<file path="src/rtl/pfq_pkg.sv">
// Package: shared event indices for the prefetch candidate queue manager.
// Assumes: counters are packed into one vector in index order.
package pfq_pkg;
    localparam int NEV        = 8;
    localparam int EV_IDENT   = 0;
    localparam int EV_MSHR    = 1;
    localparam int EV_CACHE   = 2;
    localparam int EV_BUFHIT  = 3;
    localparam int EV_EVICT   = 4;
    localparam int EV_RMMISS  = 5;
    localparam int EV_ISSUE   = 6;
    localparam int EV_SQUASH  = 7;
endpackage

</file>
<file path="src/rtl/pfq_match.sv">
// Module: pfq_match
// Searches the valid part of the queue for an aligned address.
// Assumes: at most one entry matches, so the first match is the only one.
module pfq_match #(
    parameter int AW    = 32,
    parameter int DEPTH = 8,
    localparam int CNTW = $clog2(DEPTH + 1),
    localparam int IW   = (DEPTH > 1) ? $clog2(DEPTH) : 1
) (
    input  logic [AW-1:0]   ent_addr [DEPTH],
    input  logic [CNTW-1:0] ent_cnt,
    input  logic [AW-1:0]   key,
    output logic            hit,
    output logic [IW-1:0]   idx
);
    // Scan entries below the count and report the first equal one.
    always_comb begin
        hit = 1'b0;
        idx = '0;
        for (int i = 0; i < DEPTH; i++) begin
            if (!hit && (i < int'(ent_cnt)) && (ent_addr[i] == key)) begin
                hit = 1'b1;
                idx = IW'(i);
            end
        end
    end
endmodule

</file>
<file path="src/rtl/pfq_store.sv">
// Module: pfq_store
// Holds the compacted entry array (index 0 is the head) and applies one
// cycle's worth of edits: on a miss, remove-at-index then tail squash;
// otherwise, head pop then tail push with eviction when full.
// Assumes: the caller never asserts pop/push in a cycle with miss_acc.
module pfq_store #(
    parameter int AW    = 32,
    parameter int TW    = 16,
    parameter int DEPTH = 8,
    localparam int CNTW = $clog2(DEPTH + 1),
    localparam int IW   = (DEPTH > 1) ? $clog2(DEPTH) : 1
) (
    input  logic            clk,
    input  logic            rst_n,
    input  logic            miss_acc,
    input  logic            rm_hit,
    input  logic [IW-1:0]   rm_idx,
    input  logic [TW-1:0]   miss_time,
    input  logic            squash_en,
    input  logic            pop,
    input  logic            push,
    input  logic [AW-1:0]   push_addr,
    input  logic [TW-1:0]   push_rdy,
    output logic [AW-1:0]   q_addr [DEPTH],
    output logic [TW-1:0]   q_rdy  [DEPTH],
    output logic [CNTW-1:0] q_cnt,
    output logic [CNTW-1:0] n_squashed,
    output logic            evicted,
    output logic            empty_next
);
    logic [AW-1:0]   w_addr [DEPTH];
    logic [TW-1:0]   w_rdy  [DEPTH];
    logic [CNTW-1:0] cnt_next;

    // Compute the next entry array and count from this cycle's edits.
    always_comb begin
        int n;
        int sq;
        w_addr  = q_addr;
        w_rdy   = q_rdy;
        n       = int'(q_cnt);
        sq      = 0;
        evicted = 1'b0;
        if (miss_acc) begin
            if (rm_hit) begin
                for (int i = 0; i < DEPTH - 1; i++) begin
                    if (i >= int'(rm_idx)) begin
                        w_addr[i] = w_addr[i+1];
                        w_rdy[i]  = w_rdy[i+1];
                    end
                end
                n = n - 1;
            end
            if (squash_en) begin
                for (int i = DEPTH - 1; i >= 0; i--) begin
                    if ((n > 0) && (i == n - 1) && (w_rdy[i] >= miss_time)) begin
                        n  = n - 1;
                        sq = sq + 1;
                    end
                end
            end
        end else begin
            if (pop) begin
                for (int i = 0; i < DEPTH - 1; i++) begin
                    w_addr[i] = w_addr[i+1];
                    w_rdy[i]  = w_rdy[i+1];
                end
                n = n - 1;
            end
            if (push) begin
                if (n == DEPTH) begin
                    for (int i = 0; i < DEPTH - 1; i++) begin
                        w_addr[i] = w_addr[i+1];
                        w_rdy[i]  = w_rdy[i+1];
                    end
                    n       = n - 1;
                    evicted = 1'b1;
                end
                for (int i = 0; i < DEPTH; i++) begin
                    if (i == n) begin
                        w_addr[i] = push_addr;
                        w_rdy[i]  = push_rdy;
                    end
                end
                n = n + 1;
            end
        end
        cnt_next   = CNTW'(n);
        n_squashed = CNTW'(sq);
        empty_next = (n == 0);
    end

    // Register the entry array and count.
    always_ff @(posedge clk) begin
        if (!rst_n) begin
            for (int i = 0; i < DEPTH; i++) begin
                q_addr[i] <= '0;
                q_rdy[i]  <= '0;
            end
            q_cnt <= '0;
        end else begin
            q_addr <= w_addr;
            q_rdy  <= w_rdy;
            q_cnt  <= cnt_next;
        end
    end

    a_r1_no_overflow: assert property (@(posedge clk) disable iff (!rst_n)
        q_cnt <= CNTW'(DEPTH));
endmodule

</file>
<file path="src/rtl/pfq_events.sv">
// Module: pfq_events
// A bank of wrapping event counters, each advanced by a small amount.
// Assumes: amounts are already zero when the event did not occur.
module pfq_events #(
    parameter int NEV = 8,
    parameter int CW  = 16,
    parameter int AMW = 4
) (
    input  logic              clk,
    input  logic              rst_n,
    input  logic [NEV*AMW-1:0] amt_flat,
    output logic [NEV*CW-1:0]  cnt_flat
);
    for (genvar g = 0; g < NEV; g++) begin : g_ctr
        logic [CW-1:0] val;
        // Accumulate this event's amount.
        always_ff @(posedge clk) begin
            if (!rst_n) val <= '0;
            else        val <= val + CW'(amt_flat[g*AMW +: AMW]);
        end
        assign cnt_flat[g*CW +: CW] = val;
    end
endmodule

</file>
<file path="src/rtl/pfq_mgr.sv">
// Module: pfq_mgr (top)
// Prefetch candidate queue manager: filters candidates against cache, MSHR
// and queue contents, keeps them in arrival order, issues the head on grant,
// and cancels queued work on demand misses.
// Assumes: cache/MSHR query ports answer combinationally in the same cycle;
// a miss event has priority over candidate intake and issue.
module pfq_mgr
    import pfq_pkg::*;
#(
    parameter int AW        = 32,
    parameter int TW        = 16,
    parameter int DW        = 8,
    parameter int BLK_BYTES = 64,
    parameter int DEPTH     = 8,
    parameter int CW        = 16
) (
    input  logic                clk,
    input  logic                rst_n,
    input  logic                cfg_data_only,
    input  logic                cfg_squash,
    input  logic                cfg_push_check,
    input  logic                miss_valid,
    input  logic [AW-1:0]       miss_addr,
    input  logic [TW-1:0]       miss_time,
    input  logic                miss_uncache,
    input  logic                miss_ifetch,
    input  logic                cand_valid,
    output logic                cand_ready,
    input  logic [AW-1:0]       cand_addr,
    input  logic [DW-1:0]       cand_delay,
    output logic [AW-1:0]       cq_cand_addr,
    input  logic                cq_cand_hit,
    output logic [AW-1:0]       cq_head_addr,
    input  logic                cq_head_hit,
    output logic [AW-1:0]       mq_addr,
    input  logic                mq_hit,
    input  logic                pf_grant,
    output logic                iss_valid,
    output logic [AW-1:0]       iss_addr,
    output logic                pf_req,
    output logic [TW-1:0]       pf_req_time,
    output logic [NEV*CW-1:0]   evt_counts
);
    localparam int CNTW = $clog2(DEPTH + 1);
    localparam int IW   = (DEPTH > 1) ? $clog2(DEPTH) : 1;
    localparam int AMW  = CNTW;
    localparam logic [AW-1:0] ALIGN_MASK = ~(AW'(BLK_BYTES) - AW'(1));

    logic [AW-1:0]   q_addr [DEPTH];
    logic [TW-1:0]   q_rdy  [DEPTH];
    logic [CNTW-1:0] q_cnt;
    logic [CNTW-1:0] n_squashed;
    logic            evicted, empty_next;
    logic [TW-1:0]   base_time;

    logic [AW-1:0]   miss_key, cand_key;
    logic            miss_acc, cand_acc;
    logic            m_hit, c_hit;
    logic [IW-1:0]   m_idx, c_idx;
    logic            grant_eff, head_drop;
    logic            drop_cache, drop_mshr, drop_dup, do_push;
    logic [TW-1:0]   push_rdy;
    logic [NEV*AMW-1:0] amt_flat;

    // Decode miss acceptance, alignment and intake/issue gating.
    always_comb begin
        miss_key   = miss_addr & ALIGN_MASK;
        cand_key   = cand_addr & ALIGN_MASK;
        miss_acc   = miss_valid && !miss_uncache && !(cfg_data_only && miss_ifetch);
        cand_ready = !miss_valid;
        cand_acc   = cand_valid && !miss_valid;
        grant_eff  = pf_grant && !miss_valid && (q_cnt != '0);
        head_drop  = !cfg_push_check && cq_head_hit;
        iss_valid  = grant_eff && !head_drop;
        iss_addr   = q_addr[0];
        cq_head_addr = q_addr[0];
        cq_cand_addr = cand_key;
        mq_addr      = cand_key;
        push_rdy     = base_time + TW'(cand_delay);
    end

    pfq_match #(.AW(AW), .DEPTH(DEPTH)) u_miss_match (
        .ent_addr(q_addr), .ent_cnt(q_cnt), .key(miss_key),
        .hit(m_hit), .idx(m_idx));

    pfq_match #(.AW(AW), .DEPTH(DEPTH)) u_cand_match (
        .ent_addr(q_addr), .ent_cnt(q_cnt), .key(cand_key),
        .hit(c_hit), .idx(c_idx));

    // Candidate filter chain: cache (push mode), MSHR, then queue duplicate.
    always_comb begin
        drop_cache = cfg_push_check && cq_cand_hit;
        drop_mshr  = !drop_cache && mq_hit;
        drop_dup   = !drop_cache && !mq_hit && c_hit && !(grant_eff && (c_idx == '0));
        do_push    = cand_acc && !drop_cache && !drop_mshr && !drop_dup;
    end

    pfq_store #(.AW(AW), .TW(TW), .DEPTH(DEPTH)) u_store (
        .clk(clk), .rst_n(rst_n),
        .miss_acc(miss_acc), .rm_hit(miss_acc && m_hit), .rm_idx(m_idx),
        .miss_time(miss_time), .squash_en(cfg_squash),
        .pop(grant_eff), .push(do_push),
        .push_addr(cand_key), .push_rdy(push_rdy),
        .q_addr(q_addr), .q_rdy(q_rdy), .q_cnt(q_cnt),
        .n_squashed(n_squashed), .evicted(evicted), .empty_next(empty_next));

    // Latch the time stamp of each accepted miss as the candidate base.
    always_ff @(posedge clk) begin
        if (!rst_n)        base_time <= '0;
        else if (miss_acc) base_time <= miss_time;
    end

    // Raise the arbiter request on insertion, drop it when the queue empties.
    always_ff @(posedge clk) begin
        if (!rst_n) begin
            pf_req      <= 1'b0;
            pf_req_time <= '0;
        end else if (do_push) begin
            pf_req      <= 1'b1;
            pf_req_time <= push_rdy;
        end else if (empty_next) begin
            pf_req      <= 1'b0;
        end
    end

    // Gather per-event increments for the counter bank.
    always_comb begin
        amt_flat = '0;
        amt_flat[EV_IDENT*AMW  +: AMW] = AMW'(cand_acc);
        amt_flat[EV_MSHR*AMW   +: AMW] = AMW'(cand_acc && drop_mshr);
        amt_flat[EV_CACHE*AMW  +: AMW] = AMW'(cand_acc && drop_cache)
                                       + AMW'(grant_eff && head_drop);
        amt_flat[EV_BUFHIT*AMW +: AMW] = AMW'(cand_acc && drop_dup);
        amt_flat[EV_EVICT*AMW  +: AMW] = AMW'(evicted);
        amt_flat[EV_RMMISS*AMW +: AMW] = AMW'(miss_acc && m_hit);
        amt_flat[EV_ISSUE*AMW  +: AMW] = AMW'(iss_valid);
        amt_flat[EV_SQUASH*AMW +: AMW] = n_squashed;
    end

    pfq_events #(.NEV(NEV), .CW(CW), .AMW(AMW)) u_events (
        .clk(clk), .rst_n(rst_n), .amt_flat(amt_flat), .cnt_flat(evt_counts));

    // Tail ready time, used only by the squash check below.
    logic [TW-1:0] tail_rdy;
    always_comb begin
        tail_rdy = '0;
        for (int i = 0; i < DEPTH; i++)
            if (i + 1 == int'(q_cnt)) tail_rdy = q_rdy[i];
    end

    a_r9_req_low_when_empty: assert property (@(posedge clk) disable iff (!rst_n)
        (q_cnt == '0) |-> !pf_req);

    a_r10_miss_blocks_intake: assert property (@(posedge clk) disable iff (!rst_n)
        miss_valid |-> (!cand_ready && !iss_valid));

    a_r5_squash_leaves_early_tail: assert property (@(posedge clk) disable iff (!rst_n)
        (miss_acc && cfg_squash) |=> ((q_cnt == '0) || (tail_rdy < $past(miss_time))));

    a_r2_issue_aligned: assert property (@(posedge clk) disable iff (!rst_n)
        iss_valid |-> ((iss_addr & ~ALIGN_MASK) == '0));

    for (genvar gi = 0; gi < DEPTH; gi++) begin : g_uq_i
        for (genvar gj = gi + 1; gj < DEPTH; gj++) begin : g_uq_j
            a_r7_unique_entries: assert property (@(posedge clk) disable iff (!rst_n)
                (CNTW'(gj) < q_cnt) |-> (q_addr[gi] != q_addr[gj]));
        end
    end
endmodule

</file>
<file path="config.mk">
export PLATFORM = sky130hd
export DESIGN_NAME = pfq_mgr
export DESIGN_NICKNAME = d
export VERILOG_FILES = /design/src/rtl/pfq_pkg.sv /design/src/rtl/pfq_match.sv /design/src/rtl/pfq_store.sv /design/src/rtl/pfq_events.sv /design/src/rtl/pfq_mgr.sv
export SDC_FILE = /design/constraint.sdc
export NUM_CORES = 2
export LEC_CHECK = 0
export BUFFER_PORTS_ARGS = -buffer_cell sky130_fd_sc_hd__buf_4
export CORE_ASPECT_RATIO = 1.2
export CORE_MARGIN = 5
export CORE_UTILIZATION = 60
export CTS_CLUSTER_DIAMETER = 150
export CTS_CLUSTER_SIZE = 10
export DETAILED_ROUTE_END_ITERATION = 6
export HOLD_SLACK_MARGIN = 0.12
export PLACE_DENSITY = 0.85
export SLEW_MARGIN = 0
export SYNTH_ARGS = -nofsm -noshare
export SYNTH_HDL_FRONTEND = slang
export SYNTH_SLANG_ARGS = --single-unit
export TNS_END_PERCENT = 100
</file>
<file path="constraint.sdc">
create_clock -name clk -period 50.7 [get_ports clk]
set_input_delay 10.14 -clock clk [delete_from_list [all_inputs] [get_ports clk]]
set_output_delay 10.14 -clock clk [all_outputs]
set_load 0.02 [all_outputs]
</file>
# Word-level counts from Yosys, hierarchy flattened
# Index checks and enable logic that the tools add are counted.
dict set report word_totals {
  inputBits 101
  out_inout_bits 275
  wordCells 365
  regBits 543
}
dict set report classes {
  n_addsub 28
  bitwise_logic 1
  n_reduce_logical 106
  n_eq_ne 39
  mux 132
  magnitude_cmp 31
}
# operator n
set ops {}
lappend ops {{32-bit two-way mux} 47}
lappend ops {{224-bit two-way mux} 4}
lappend ops {{112-bit two-way mux} 5}
lappend ops {{32-bit equality test} 14}
lappend ops {{32-bit by 2-bit subtractor with 32-bit output, second input constant} 9}
lappend ops {{4-bit by 32-bit equality test with 1-bit output, first input constant} 8}
lappend ops {{32-bit by 1-bit > comparator with 1-bit output, second input constant} 8}
lappend ops {{256-bit two-way mux} 1}
lappend ops {{16-bit two-way mux} 15}
lappend ops {{3-bit by 32-bit equality test with 1-bit output, first input constant} 4}
lappend ops {{16-bit greater-or-equal comparator} 8}
lappend ops {{128-bit two-way mux} 1}
lappend ops {{16-bit by 1-bit adder with 16-bit output} 6}
lappend ops {{32-bit logical NOT} 3}
lappend ops {{4-bit two-way mux} 23}
lappend ops {{1-bit logical AND} 68}
lappend ops {{2-bit by 32-bit equality test with 1-bit output, first input constant} 2}
lappend ops {{26-bit equality test} 2}
lappend ops {{32-bit by 2-bit adder with 32-bit output, second input constant} 1}
lappend ops {{32-bit by 5-bit equality test with 1-bit output, second input constant} 1}
lappend ops {{4-bit by 2-bit adder with 4-bit output, second input constant} 7}
lappend ops {{1-bit logical NOT} 24}
lappend ops {{1-bit two-way mux} 24}
lappend ops {{3-bit two-way mux} 8}
lappend ops {{19 further kinds} 44}

# Depth between registers and ports, before layout
dict set report depth {
  ltp_word 93
  ltp_mapped 92
  depth_no_buf 86
}

# Cells and area by module
# From an unflattened synthesis, not the netlist that was laid out.
dict set report hier_totals {
  hier_cells 5946
  hier_area_um2 47115.2
}
# module instances cells_per_inst seq_area_each_um2 area_each_um2
set modules_own_cells {}
lappend modules_own_cells {pfq_store 1 4111 7767.4 31850.5}
lappend modules_own_cells {pfq_match 2 404 0.0 3164.3}
lappend modules_own_cells {pfq_events 1 688 2562.5 6236.0}
lappend modules_own_cells {pfq_mgr 1 339 660.6 2700.1}

# Least setup slack after synthesis
# OpenSTA, ideal clock, no wires.
dict set report synth_path {
  path_type {in2reg}
  from {input miss_addr[27]}
  to {register u_events.g_ctr[7].val[9]}
  setup_time_ps 128
  slack_ps 26087
  arrival_ps 24485
  path_stages 84
  required_ps 50572
  path_cell_list {buf_2 > xor2_1 > or4_1 > or3_1 > and4_1 > nand3_2 > nand2_1 > inv_2 > xnor2_1 > inv_1 > ha_1 > nand3_1 > ha_1 > nor4_1 > nand3_1 > or3_1 > clkbuf_1 > o21ai_0 > [48 not listed] > ha_1 > inv_1 > o2111ai_1 > a21oi_1 > inv_1 > a211oi_4 > mux2i_1 > or2_1 > inv_1 > ha_1 > a21o_1 > a21oi_1 > nor2b_1 > o21ai_0 > inv_1 > and3_1 > xnor2_1 > nor2_1}
}
dict set report synth_between {
  elab_chain_cells 91
}
# item line
set synth_lines {}
lappend synth_lines {{from (decl)} pfq_mgr.sv:23} ;# input logic [AW-1:0] miss_addr,
lappend synth_lines {{32-bit equality test} pfq_match.sv:21} ;# if (!hit && (i < int'(ent_cnt)) && (ent_addr[i] == key)) begin
lappend synth_lines {{1-bit logical AND} pfq_match.sv:21}
lappend synth_lines {{1-bit two-way mux} pfq_match.sv:21}
lappend synth_lines {{1-bit logical NOT} pfq_match.sv:21}
lappend synth_lines {{1-bit logical AND (2 in series)} pfq_match.sv:21}
lappend synth_lines {{1-bit two-way mux} pfq_match.sv:21}
lappend synth_lines {{1-bit logical NOT} pfq_match.sv:21}
lappend synth_lines {{1-bit logical AND (2 in series)} pfq_match.sv:21}
lappend synth_lines {{[72 not listed]} n/a}
lappend synth_lines {{32-bit two-way mux} pfq_store.sv:44} ;# if (miss_acc) begin
lappend synth_lines {{32-bit by 2-bit subtractor with 32-bit output} pfq_store.sv:56} ;# if ((n > 0) && (i == n - 1) && (w_rdy[i] >= miss_time)) begin
lappend synth_lines {{32-bit logical NOT} pfq_store.sv:56}
lappend synth_lines {{1-bit logical AND (2 in series)} pfq_store.sv:56}
lappend synth_lines {{4-bit two-way mux *} pfq_store.sv:56}
lappend synth_lines {{4-bit two-way mux *} pfq_store.sv:54} ;# if (squash_en) begin
lappend synth_lines {{4-bit two-way mux *} pfq_store.sv:44}
lappend synth_lines {{16-bit by 4-bit adder with 16-bit output *} pfq_events.sv:19} ;# else val <= val + CW'(amt_flat[g*AMW +: AMW]);
lappend synth_lines {{to (signal assigned)} pfq_events.sv:19}
lappend synth_lines {{to (decl)} pfq_events.sv:15} ;# logic [CW-1:0] val;
# Every way passes the cells marked *; elsewhere a longest branch is shown, timed or not. The select of a mux whose other input is x is not followed.
# A chain may end at the register's enable or synchronous reset.

# Worst setup path after layout
dict set report layout_path {
  from {input miss_addr[12]}
  to {register u_events.g_ctr[7].val[9]}
}
# Same word-level chain as after synthesis.

==> summary.txt <==
Setup path
  – Required arrival time at the worst endpoint: 51.24 ns
  – Crit-path most repeated cell: sky130_fd_sc_hd__ha_1
  – Capturing element type of the critical path: register
  – Arrival time of data at the critical path endpoint: about 29 ns
  – Register-to-Register Setup Slack: 31.18 ns
  – Worst path slowest cell: sky130_fd_sc_hd__nor4b_1
  – Crit-path max cell delay: 0.67 ns
  – Launch instance of the worst register-to-register path: u_store.q_cnt[2]
  – CP Class: in -> reg
  – Reg2reg end: u_events.g_ctr[7].val[9]
  – Startpoint class of the critical path: primary input
  – Maximum fanout along the worst path: 36
  – Depth of the most critical reg-to-reg path: 76

Clocking
  – Sinks on the clock net: 543
  – Clock transition at the registers of the reported paths: approximately 0.060 ns
  – Clock root buffer: sky130_fd_sc_hd__clkbuf_16
  – Quantity of hold-fixing buffers added after cts: 0
  – CTS tree: done
  – Htree depth: 2
  – CTS Buf Count: 60
  – Clock Latency Late Sink: 0.70 ns
  – Maximum clock path buffer count: 3
  – Post-CTS setup repair buffer count: 0
  – Post_cts resized: 0

Timing
  – Count of final hold-check violations: 0
  – Final setup violating endpoints: 0
  – Max Clock Freq: roughly 36 MHz
  – Total negative setup slack: 0 ns
  – Total count of max-transition violations in the final report: 2
  – Unrepaired setup endpoints after global routing: false
  – Max Clock Skew: slightly above 0.09 ns
  – Slew Limit Headroom: -6.93%
  – Post-layout minimum cycle time: 28.00 ns
  – Transition time at the pin with the least slew margin: between 1.5 and 2 ns
  – Share of the clock period used by the worst path after layout: a little under three fifths

Global route
  – Pin count of the biggest net entering global routing: between 200 and 250
  – Via count of the first global-routing pass: between 40k and 50k
  – Overflow left after global routing: 0
  – Antenna violations before repair: 2
  – GRT Total Usage: around two fifths
  – First-pass GRT wire length: 249,000 µm

Final layout
  – Filler cell count in the final layout: between 6k and 7k
  – Leading cell type in the layout, fill and taps excluded: sky130_fd_sc_hd__nand2_1
  – Top library cells by usage in the layout, fill and taps aside: sky130_fd_sc_hd__nand2_1 (744), sky130_fd_sc_hd__nor2_1 (564), sky130_fd_sc_hd__dfxtp_1 (543)
  – Design Area, Final: 0.0477 mm²
  – Growth of design area from synthesis to finish: 6.35%
  – Layout Nets: 5,810
  – Fraction of layout instances using a drive strength above 1: 13.9%
  – Combined flip-flop and latch cell area: about 0.011 mm²
  – Multi-input combinational cell area: 0.0305 mm²

Drt
  – Antenna-violating nets left: 0
  – Total vias in the final route: 45.3k
  – Average detailed-routed wire length per instance: ~25 µm
  – Via count normalized by instance count: just under 7
  – Violation count after the first detailed-routing iteration: 6,283
  – First-pass iteration count of the detailed router: 7
  – Total detailed-routing wirelength: 166,000 µm
  – Number of DRC violations after detailed routing: 23

Status
  – Run status: complete, but fails checks
  – Violations in the final reports: DRC, capacitance limit, slew limit

Pwr
  – Gate power share: about a third
  – Total power per unit cell area: 28.5 mW/mm²
  – Switching share of total power: 38.8%
  – Leak Pwr: 0.0196 µW
  – Internal power consumption: 833 µW
  – Relative contribution of sequential cells to total power: around 36%
  – Clock share of power: 29.3%
  – Worst voltage drop across the vdd grid: 0.0286 mV
  – Total net switching power: 527 µW

Placement
  – GP Congestion: 1.01
  – IO buf count: 351
  – Half-perimeter wire length after placement: ~110,000 µm
  – Standard cell area after detailed placement: roughly 0.046 mm²

Logic synthesis
  – Top cell type's share of synthesized area: between 20% and 30%
  – Mean post-synth cell area: 7.78 µm²
  – Total of flip-flops plus latches after synthesis: 543
  – Mapped cell area: 0.0449 mm²
  – Distinct cell type count after synthesis: between 90 and 100
  – Synthesized instance count: approximately 5.8k
  – Number of synthesized flops with an enable pin: 0
  – Count of warnings emitted by yosys: 0
  – Share of async-settable or async-resettable flops after synthesis: 0%
  – Cell types occupying the most area after synthesis: sky130_fd_sc_hd__dfxtp_1 (24%), sky130_fd_sc_hd__mux2i_1 (7.9%), sky130_fd_sc_hd__nand2_1 (6.3%)
  – Largest area contributor in the synthesized netlist: sky130_fd_sc_hd__dfxtp_1
  – Seq/Total Area, Yosys: 24.2%
  – Most instantiated flip-flop cell in the synthesis netlist: sky130_fd_sc_hd__dfxtp_1

Floorplanning
  – Area of the core region: 0.0739 mm²
  – Y dimension of the die: between 300 and 400 µm
  – FP Rows: 109
  – Die area: 0.0803 mm²
  – Die outline width: 260 µm
  – Initial Utilization: around 61%
  – Top-level port count: 376

Worst hold path
  – Startpoint of the tightest hold check path: base_time[4]
  – Class of the worst hold path: reg -> reg
  – Capture endpoint of the worst hold path: base_time[4]
  – Instance count along the most critical hold path: 2

Job
  – Maxcap violations: 1
[routing by layer]
layer / track usage (%) / vias up / wire [µm]
li1: - / 19900 / -
met3: 8.48 / 969 / 19200
met1: 46.0 / 21200 / 58100
met4: 30.0 / 2 / 15600
met5: 0 / - / 7
met2: 60.8 / 3256 / 73000
[cell families (layout without fill, tap and decap cells)]
| group | Yosys count | after routing | share of synthesized area [%] |
|---|---|---|---|
| compound gates | 1297 | 1297 | 21.1 |
| xor+xnor | 551 | 551 | 10.8 |
| fa+ha+maj | 203 | 203 | 5.71 |
| buf+inv | 842 | 574 | 8.35 |
| flops | 543 | 543 | 24.2 |
| mux | 514 | 514 | 11.9 |
| other cells | 1 | 14 | 0.00836 |
| simple gates | 1814 | 1814 | 17.8 |
[sequential cells by signal (all words and copies together) (netlist names)]
signal	count
base_time	16
pf_req	1
u_store.q_addr	250
u_store.q_cnt	4
u_store.q_rdy	128
pf_req_time	16
u_events.g_ctr.val	128
[critical path, delay by kind of cell]
family | cells | cell delay, ns
buffers and inverters | 11 | 1.63
multiplexers | 4 | 1.25
adder cells (fa/ha/maj) | 9 | 2.10
AND/OR/NAND/NOR | 29 | 6.65
AO/OA/AOI/OAI | 19 | 5.18
XOR/XNOR | 5 | 1.51
[worst max-delay path by stage]
stage / end / slack [ns] / start
floorplan: u_events.g_ctr[7].val[9] / 26.09 / miss_addr[27]
global placement: u_events.g_ctr[7].val[9] / 22.56 / miss_addr[12]
detailed placement: u_events.g_ctr[7].val[9] / 22.45 / miss_addr[12]
CTS: u_events.g_ctr[7].val[9] / 23.06 / miss_addr[12]
global route: u_events.g_ctr[7].val[9] / 21.48 / miss_valid
finish: u_events.g_ctr[7].val[9] / 22.70 / miss_addr[12]
[layout make-up]
cell class              count  share of cell area, %
multi-input cells        4391                   63.9
flip-flops and latches    543                   22.8
repair buffers            410                   6.53
clock buffers              60                   3.15
well taps                 999                   2.62
inverters                 100                  0.803
clock inverters             4                  0.207
diodes                      2                 0.0105
[cell usage after synthesis, types with 98 or more instances]
cell type,number
sky130_fd_sc_hd__dfxtp_1,543
sky130_fd_sc_hd__clkbuf_1,488
sky130_fd_sc_hd__mux2i_1,354
sky130_fd_sc_hd__nand4_1,100
sky130_fd_sc_hd__xnor2_1,275
sky130_fd_sc_hd__a221oi_1,98
sky130_fd_sc_hd__buf_4,140
sky130_fd_sc_hd__xor2_1,273
sky130_fd_sc_hd__nand2_1,747
sky130_fd_sc_hd__nor2_1,572
sky130_fd_sc_hd__a211oi_1,170
sky130_fd_sc_hd__mux2_2,159
sky130_fd_sc_hd__a21oi_1,299
sky130_fd_sc_hd__ha_1,200
sky130_fd_sc_hd__nand3_1,106
[metrics by stage]
step,utilization [%],setup WS (ns),hold WS (ns),total power (µW),instances
after detailed placement,62.4,22.45,0.455,949,6443
final,64.5,22.70,0.460,1360,6509
after global placement,62.4,22.56,0.446,939,6443
after global routing,64.5,21.48,0.486,1410,6507
after CTS,64.5,23.06,0.462,1340,6507
after floorplan,-,26.09,0.440,826,5776
[power groups by stage]
stage / clock network, µW / logic [µW] / registers, µW
after floorplan: 0 / 355 / 471
after global placement: 0 / 443 / 496
after detailed placement: 0 / 452 / 497
after CTS: 399 / 454 / 488
after global routing: 413 / 501 / 492
final: 398 / 470 / 492
Note: power is estimated with default switching activity, not from simulation.
